===== src/rtl/wdog_pkg.sv =====
// Shared types for the selectable-clock watchdog.
// Assumes: the two-bit source code is decoded only through this enum.
package wdog_pkg;
    typedef enum logic [1:0] {
        SRC_OSC   = 2'b00,
        SRC_INSTR = 2'b01,
        SRC_RTC   = 2'b10,
        SRC_NONE  = 2'b11
    } wdog_src_e;
endpackage


===== src/rtl/wdog_tick_sel.sv =====
// Source selector: turns the selected tick into a single advance enable,
// applies the disable option and the halt freeze, and qualifies the clear.
// Assumes: ticks are one-cycle enables synchronous to clk.
module wdog_tick_sel
    import wdog_pkg::*;
(
    input  logic      clk,
    input  logic      rst_n,
    input  logic      osc_tick,
    input  logic      instr_tick,
    input  logic      rtc_tick,
    input  wdog_src_e src,
    input  logic      off,
    input  logic      halt,
    input  logic      clr_req,
    output logic      adv,
    output logic      clr
);
    logic picked;
    logic frozen;

    // Pick the tick belonging to the selected source.
    always_comb begin
        case (src)
            SRC_OSC:   picked = osc_tick;
            SRC_INSTR: picked = instr_tick;
            SRC_RTC:   picked = rtc_tick;
            default:   picked = 1'b0;
        endcase
    end

    // Instruction clock stops in halt; the other sources run on.
    assign frozen = halt && (src == SRC_INSTR);

    // Advance only when enabled and not frozen.
    assign adv = picked && !off && !frozen;

    // Clear is a no-operation while the watchdog is disabled.
    assign clr = clr_req && !off;

    // disabled watchdog never advances or clears
    a_r5_off_blocks: assert property (@(posedge clk) disable iff (!rst_n)
        off |-> (!adv && !clr));
    // halt with instruction clock never advances
    a_r6_halt_freeze: assert property (@(posedge clk) disable iff (!rst_n)
        (halt && src == SRC_INSTR) |-> !adv);
    // code with no source never advances
    a_r2_none_idle: assert property (@(posedge clk) disable iff (!rst_n)
        (src == SRC_NONE) |-> !adv);
endmodule


===== src/rtl/wdog_prescaler.sv =====
// Free-running low prescaler of the chain. Only reset or a source change
// zero it; the software clear does not touch it.
// Assumes: adv is a one-cycle enable.
module wdog_prescaler #(
    parameter int PRE_W = 15
) (
    input  logic clk,
    input  logic rst_n,
    input  logic flush,
    input  logic adv,
    output logic carry
);
    logic [PRE_W-1:0] cnt;

    // Count qualified ticks; zero on reset or flush.
    always_ff @(posedge clk) begin
        if (!rst_n || flush)
            cnt <= '0;
        else if (adv)
            cnt <= cnt + 1'b1;
    end

    // Carry out when a tick arrives at the top value.
    assign carry = adv && (&cnt);

    // a flush leaves the prescaler at zero
    a_r8_flush_zero: assert property (@(posedge clk) disable iff (!rst_n)
        flush |=> (cnt == '0));
endmodule


===== src/rtl/wdog_stage.sv =====
// Upper stage of the chain and time-out register. Counts prescaler
// carries; raises a one-cycle pulse when a carry meets a full stage.
// Assumes: clr has already been qualified by the disable option.
module wdog_stage #(
    parameter int STG_W = 1
) (
    input  logic clk,
    input  logic rst_n,
    input  logic flush,
    input  logic clr,
    input  logic carry,
    output logic timeout
);
    logic [STG_W-1:0] stg;
    logic             last;

    // Final carry of the chain.
    assign last = carry && (&stg);

    // Stage count and time-out pulse; the clear wins over a final carry.
    always_ff @(posedge clk) begin
        if (!rst_n || flush) begin
            stg     <= '0;
            timeout <= 1'b0;
        end else begin
            timeout <= last && !clr;
            if (clr)
                stg <= '0;
            else if (carry)
                stg <= stg + 1'b1;
        end
    end

    // a clear suppresses the time-out in the following cycle
    a_r9_clr_wins: assert property (@(posedge clk) disable iff (!rst_n)
        clr |=> !timeout);
    // after a clear the stage restarts from zero
    a_r3_clr_stage: assert property (@(posedge clk) disable iff (!rst_n)
        (clr && !flush) |=> (stg == '0));
endmodule


===== src/rtl/sel_clk_watchdog.sv =====
// Watchdog timer with a selectable count source. Chains the source
// selector, the free-running prescaler and the upper stage; flushes the
// chain when the source select changes.
// Assumes: all tick inputs are single-cycle enables in the clk domain.
module sel_clk_watchdog
    import wdog_pkg::*;
#(
    parameter int PRE_W = 15,
    parameter int STG_W = 1
) (
    input  logic       clk,
    input  logic       rst_n,
    input  logic       osc_tick_i,
    input  logic       instr_tick_i,
    input  logic       rtc_tick_i,
    input  logic [1:0] src_sel_i,
    input  logic       wdt_off_i,
    input  logic       sw_clr_i,
    input  logic       halt_i,
    output logic       timeout_o
);
    wdog_src_e src;
    logic [1:0] sel_q;
    logic       flush;
    logic       adv;
    logic       clr;
    logic       carry;

    assign src = wdog_src_e'(src_sel_i);

    // Remember the previous select to detect a change.
    always_ff @(posedge clk) begin
        if (!rst_n)
            sel_q <= src_sel_i;
        else
            sel_q <= src_sel_i;
    end

    // A changed select drops any partial count from the old source.
    assign flush = (src_sel_i != sel_q);

    wdog_tick_sel u_sel (
        .clk        (clk),
        .rst_n      (rst_n),
        .osc_tick   (osc_tick_i),
        .instr_tick (instr_tick_i),
        .rtc_tick   (rtc_tick_i),
        .src        (src),
        .off        (wdt_off_i),
        .halt       (halt_i),
        .clr_req    (sw_clr_i),
        .adv        (adv),
        .clr        (clr)
    );

    wdog_prescaler #(.PRE_W(PRE_W)) u_pre (
        .clk   (clk),
        .rst_n (rst_n),
        .flush (flush),
        .adv   (adv),
        .carry (carry)
    );

    wdog_stage #(.STG_W(STG_W)) u_stg (
        .clk     (clk),
        .rst_n   (rst_n),
        .flush   (flush),
        .clr     (clr),
        .carry   (carry),
        .timeout (timeout_o)
    );

    // time-out is a single-cycle pulse
    a_r4_single_pulse: assert property (@(posedge clk) disable iff (!rst_n)
        timeout_o |=> !timeout_o);
    // a select change never yields a time-out next cycle
    a_r8_change_quiet: assert property (@(posedge clk) disable iff (!rst_n)
        flush |=> !timeout_o);
    // disabled watchdog produces no time-out next cycle
    a_r5_off_quiet: assert property (@(posedge clk) disable iff (!rst_n)
        wdt_off_i |=> !timeout_o);
endmodule


===== config.mk =====
export PLATFORM = sky130hd
export DESIGN_NAME = sel_clk_watchdog
export DESIGN_NICKNAME = d
export VERILOG_FILES = /design/src/rtl/wdog_pkg.sv /design/src/rtl/wdog_tick_sel.sv /design/src/rtl/wdog_prescaler.sv /design/src/rtl/wdog_stage.sv /design/src/rtl/sel_clk_watchdog.sv
export SDC_FILE = /design/constraint.sdc
export NUM_CORES = 1
export LEC_CHECK = 0
export BUFFER_PORTS_ARGS = -buffer_cell sky130_fd_sc_hd__buf_2
export CORE_ASPECT_RATIO = 1.75
export CORE_MARGIN = 3
export CORE_UTILIZATION = 30
export CTS_CLUSTER_SIZE = 14
export DETAILED_ROUTE_END_ITERATION = 16
export GPL_TIMING_DRIVEN = 0
export PLACE_DENSITY_LB_ADDON = 0.2
export SYNTH_ARGS = -nofsm -noshare
export SYNTH_HDL_FRONTEND = slang
export SYNTH_HIERARCHICAL = 1
export SYNTH_SLANG_ARGS = --single-unit

===== constraint.sdc =====
create_clock -name clk -period 2.7 [get_ports clk]
set_input_delay 0.27 -clock clk [delete_from_list [all_inputs] [get_ports clk]]
set_output_delay 0.27 -clock clk [all_outputs]
set_load 0.005 [all_outputs]

Word-level counts from Yosys, hierarchy flattened
Index checks and enable logic that the tools add are counted.
{"block": "classes", "mux": 1, "n_eq_ne": 3, "n_reduce_logical": 15, "add_sub_neg": 2}
{"cell": "$add 15x1->15 const B", "n": 1}
{"cell": "$reduce_and 15->1", "n": 1}
{"cell": "$logic_and 1x1->1", "n": 7}
{"cell": "$logic_not 1->1", "n": 4}
{"cell": "$pmux 1 s3", "n": 1}
{"cell": "$eq 2x1->1 const B", "n": 1}
{"cell": "$eq 2x2->1 const B", "n": 1}
{"cell": "$logic_not 2->1", "n": 1}
{"cell": "$ne 2x2->1", "n": 1}
{"cell": "$reduce_or 2->1", "n": 1}
{"cell": "$add 1x1->1 const B", "n": 1}
{"cell": "$logic_or 1x1->1", "n": 1}
{"block": "word_totals", "out_inout_bits": 1, "elab_cells": 25, "ff_bits": 19, "in_bits": 10}

Longest topological paths before layout
{"block": "logic_depth", "word_depth": 7, "ltp_mapped": 9, "mapped_depth_nobuf": 7}

Modules after synthesis
The synthesis kept the hierarchy.
{"mod": "wdog_prescaler", "n_inst": 1, "seq_area_each_um2": 300.3, "cells_per_inst": 79, "area_per_inst_um2": 703.2}
{"mod": "wdog_stage", "n_inst": 1, "seq_area_each_um2": 40.0, "cells_per_inst": 6, "area_per_inst_um2": 76.3}
{"mod": "sel_clk_watchdog", "n_inst": 1, "seq_area_each_um2": 40.0, "cells_per_inst": 5, "area_per_inst_um2": 61.3}
{"mod": "wdog_tick_sel", "n_inst": 1, "seq_area_each_um2": 0.0, "cells_per_inst": 5, "area_per_inst_um2": 40.0}

Worst setup path before layout
No wires, ideal clock.
{"block": "synth_timing", "kind": "in2reg", "from": "input src_sel_i[1]", "to": "register u_stg.timeout", "path_stages": 9, "n_path_buf": 2, "t_required_ns": 2.604, "arrival_time_ns": 1.938, "setup_time_ns": 0.096, "path_slack_ns": 0.666, "cell_sequence": "or3b_1 a31oi_1 buf_4 nand4_2 buf_6 nor4_1 and2_1 nand2_1 nor4b_1"}
{"block": "synth_via", "elab_chain_cells": 7, "elab_cells_between_ends": 13, "cone_classes": "3 x eq/ne; 1 x mux; 9 x reduce/logical"}
{"element": "start, declared", "line_no": "sel_clk_watchdog.sv:16", "source": "input logic [1:0] src_sel_i,"}
{"element": "$eq 2x2->1, or another cell as far along", "line_no": "wdog_tick_sel.sv:24", "source": "case (src)"}
{"element": "$pmux 1 s3 or $logic_and 1x1->1 (tied branches)", "line_no": "wdog_tick_sel.sv:24, wdog_tick_sel.sv:33"}
{"element": "$logic_and 1x1->1 or $logic_not 1->1 (tied branches)", "line_no": "wdog_tick_sel.sv:36", "source": "assign adv = picked && !off && !frozen;"}
{"element": "$logic_and 1x1->1 (*)", "line_no": "wdog_tick_sel.sv:36"}
{"element": "named net adv", "line_no": "sel_clk_watchdog.sv:25", "source": "logic adv;"}
{"element": "$logic_and 1x1->1 (*)", "line_no": "wdog_prescaler.sv:24", "source": "assign carry = adv && (&cnt);"}
{"element": "named net carry", "line_no": "sel_clk_watchdog.sv:27", "source": "logic carry;"}
{"element": "$logic_and 1x1->1 (*)", "line_no": "wdog_stage.sv:18", "source": "assign last = carry && (&stg);"}
{"element": "$logic_and 1x1->1 (*)", "line_no": "wdog_stage.sv:26", "source": "timeout <= last && !clr;"}
{"element": "end signal, assigned", "line_no": "wdog_stage.sv:26"}
{"element": "end, declared", "line_no": "wdog_stage.sv:12", "source": "output logic timeout"}
Mark *: on every way through the listed nets, which the timed path passes. The rest lies on a longest branch.
A chain may end at the register's enable or synchronous reset.

Final worst setup path
{"block": "layout_timing", "from": "input src_sel_i[1]", "to": "register u_stg.stg"}
{"block": "layout_via", "elab_chain_cells": 5, "elab_cells_between_ends": 12, "cone_classes": "3 x eq/ne; 1 x mux; 8 x reduce/logical"}
{"element": "$eq 2x2->1, or another cell as far along", "line_no": "wdog_tick_sel.sv:24"}
{"element": "$pmux 1 s3 or $logic_and 1x1->1 (tied branches)", "line_no": "wdog_tick_sel.sv:24, wdog_tick_sel.sv:33"}
{"element": "$logic_and 1x1->1 or $logic_not 1->1 (tied branches)", "line_no": "wdog_tick_sel.sv:36"}
{"element": "$logic_and 1x1->1 (*)", "line_no": "wdog_tick_sel.sv:36"}
{"element": "named net adv", "line_no": "sel_clk_watchdog.sv:25"}
{"element": "$logic_and 1x1->1 (*)", "line_no": "wdog_prescaler.sv:24"}
{"element": "named net carry", "line_no": "sel_clk_watchdog.sv:27"}
{"element": "end signal, assigned", "line_no": "wdog_stage.sv:30", "source": "stg <= stg + 1'b1;"}
{"element": "end, declared", "line_no": "wdog_stage.sv:14", "source": "logic [STG_W-1:0] stg;"}
Marks and branches as above.

==> results_dict.tcl <==
set metrics [dict create \
    clock_skew_ns 0.00146 \
    cts_tree "built" \
    crit_type "input pin to flip-flop" \
    fin_nets 121 \
    cp_num_buf_inv 3 \
    avgSynthCellArea_sq_um 9.27 \
    cp-startpoint "src_sel_i[1]" \
    fp.dieH_um 77.7 \
    start_kind "input pin" \
    cp.depth 10 \
    stdcell_count 136 \
    arrival_ns 2.25 \
    holdBufCountCts 0 \
    r2r_slack_ns 0.83 \
    synth_nets 106 \
    num_io_pins 11 \
    timing.rr.end "u_stg/stg$_SDFFE_PP0P_" \
    setup-violations-final 0 \
    yosys_warnings 6 \
    root_buffer "clkbuf_8" \
    clk_pin_slew_ns 0.07 \
    yosys-top-cells-count "dfxtp_1, nand2_1, a21oi_1" \
    ys_ff_latch 19 \
    gp_congestion 0.694 \
    cts_resized 0 \
    timing.fmax_ghz 0.481 \
    power_density_mw_per_mm2 505 \
    yosysTopAreaCellShare_pct 43.2 \
    worst_slew_pin_slew_ns 0.490 \
    postSynthCellCount 95 \
    crit_path_max_incr_delay_ns 0.37 \
    pwr-share-seq_pct 55.6 \
    grt_pass1_vias 720 \
    num_rows 25 \
    numPortBuffers 10 \
    grt_start_max_net_pins 11 \
    die_area_sq_mm 0.00365 \
    dp_hpwl_um 1310 \
    min_period_over_period_pct 77.0 \
    yosysUniqueCellTypes 29 \
    clk_path_buf_depth 2 \
    power.share.switching_pct 21.4 \
    p_sw_w 0.000109 \
    grt_pass1_wl_um 3010 \
    min_from "src_sel_i[1]" \
    rsz0062_at_grt "no" \
    worstSetupEndpointType "flip-flop" \
    irDropWorstVdd_uv 374 \
    fin_crit_ns 2.08 \
    intPower_w 0.000401 \
    syn_to_final_growth_pct 14.6 \
    numCtsBuffers 3 \
    setup_tns_ns 0 \
    finalHoldWorstSlack_ns 0.171 \
    start_util_pct 32.0 \
    p_leak_nw 0.322 \
    synth_most_common_cell "dfxtp_1" \
    track_usage_pct 11.2 \
    syn-cell-area_sq_um 881 \
    ys.flop_type "dfxtp_1" \
    power.share.clock_pct 38.9 \
    min_path_type "input pin to flip-flop" \
    cts.sinks 19 \
    finalHoldViolCount 0 \
    drt_iter0_drc 19 \
    via_per_inst 5.51 \
    synth_enable_flop_cells 0 \
    crit_path_top_delay_cell "or3b_1" \
    drc_errors 0 \
    core-area_sq_mm 0.00275 \
    grt_overflow 0 \
    worstHoldEndpoint "sel_q[1]$_DFF_P_" \
    cts_setup_buffers 0 \
    diodes 0 \
    synth_area_leaders "dfxtp_1, a21oi_1, nand2_1, xnor2_1, nand4_1" \
    reg2reg_depth 7 \
    seq_area_frac_synth_pct 43.2 \
    cp.required_ns 2.87 \
    routedWlPerCell_um 12.0 \
    outcome "finished, final reports clean" \
    synth_area_leader_cell "dfxtp_1" \
    fin_util_pct 36.7 \
    drv_slew 0 \
    rr_startpoint "u_pre/cnt[0]$_SDFFE_PP0P_" \
    drive_gt1_share_pct 19.3 \
    cpLargestDelayFamily "simple AND/OR/NAND/NOR gates" \
    path_cells "buf_2 -> or3b_1 -> a31oi_1 -> buf_4 -> nand4_2 -> buf_6 -> nor4_1 -> and2_1 -> xnor2_1 -> nor4b_2" \
    cp_max_fo 10 \
    cts.htree.levels 1 \
    combPwrFrac_pct 5.5 \
    vias 749 \
    async_flop_share_pct 0 \
    placed_cells 132 \
    maxCapViolCount 0 \
    finalWirelength_um 1640 \
    ant_nets 0 \
    die_x_um 47.0 \
    clk_latency_ns 0.25 \
    antenna_found_initial 0 \
    holdPathStages 1 \
    relSlewSlack_pct 67.0 \
    dr.pass1.iters 4 \
]
-- layer usage --
| metal | track usage [%] | part of all wire [%] | up-vias |
|---|---|---|---|
| met3 | 2.78 | 4.0 | 4 |
| li1 | - | - | 380 |
| met1 | 10.9 | 36 | 342 |
| met5 | 0 | 0 | - |
| met4 | 5.82 | 2.1 | 0 |
| met2 | 19.9 | 57 | 23 |
-- layout make-up --
type,count,area (sq um)
clock buffer,4,45.0
multi-input combinational,73,478
buffer,3,22.5
timing repair buffer,10,50.0
fill,286,1740
sequential,19,380
tap,27,33.8
-- sequential cells by signal, summed over array words and instances, names as in the netlist --
name and count:
u_stg/stg 1, u_stg/timeout 1, u_pre/cnt 15, sel_q 2
-- worst register-to-register path, stage by stage (launching register included) --
cell,delay [ns]
dfxtp_1,0.40
ha_1,0.21
nand4_2,0.13
buf_6,0.16
nor4_1,0.37
and2_1,0.23
xnor2_1,0.08
nor4b_2,0.20
-- worst max path at each step --
stage          slack, ns                  endpoint
2_1_floorplan       0.67  u_stg/timeout$_SDFF_PP0_
3_3_place_gp        0.33  u_stg/timeout$_SDFF_PP0_
3_5_place_dp        0.30    u_stg/stg$_SDFFE_PP0P_
4_1_cts             0.57    u_stg/stg$_SDFFE_PP0P_
5_1_grt             0.39  u_stg/timeout$_SDFF_PP0_
6_report            0.62    u_stg/stg$_SDFFE_PP0P_
-- logic make-up after synthesis --
family / Yosys count / synth area share (%)
and+or+nand+nor: 45 / 32.0
adders and majority gates: 1 / 1.42
muxes: 3 / 3.41
xor gates and xnor gates: 6 / 5.97
DFF: 19 / 43.2
AOI/OAI and AO/OA: 18 / 11.5
buffers and inverters: 3 / 2.56
-- cells in the final DEF, fill, tap and decap left out, drive strengths merged --
cell type / instances
or3b: 1
o21ai: 4
buf: 12
a31oi: 1
mux2i: 3
o31ai: 4
and2: 1
xnor2: 4
nand4bb: 1
nor4b: 2
or2: 1
clkbuf: 5
nor2: 4
nand2b: 3
xor2: 2
nand2: 12
nand4: 7
or4: 4
ha: 1
or3: 4
nand3b: 1
nor2b: 2
nor4: 2
dfxtp: 19
a21oi: 9
-- power groups by stage --
stage               clock, W  combinational (W)  sequential, W
floorplan                  0          0.0000175       0.000289
global placement           0          0.0000283       0.000289
detailed placement         0          0.0000291       0.000290
CTS                 0.000206          0.0000291       0.000283
global route        0.000221          0.0000318       0.000283
finish              0.000198          0.0000282       0.000283
-- metrics by stage --
stage	setup WS [ns]	area [sq um]	total power, W
detailed placement	0.303	965	0.000319
global placement	0.326	965	0.000318
global route	0.392	1010	0.000536
floorplan	0.666	881	0.000307
CTS	0.572	1010	0.000518
finish	0.620	1010	0.000509
Note: power is estimated with default switching activity, not from simulation.
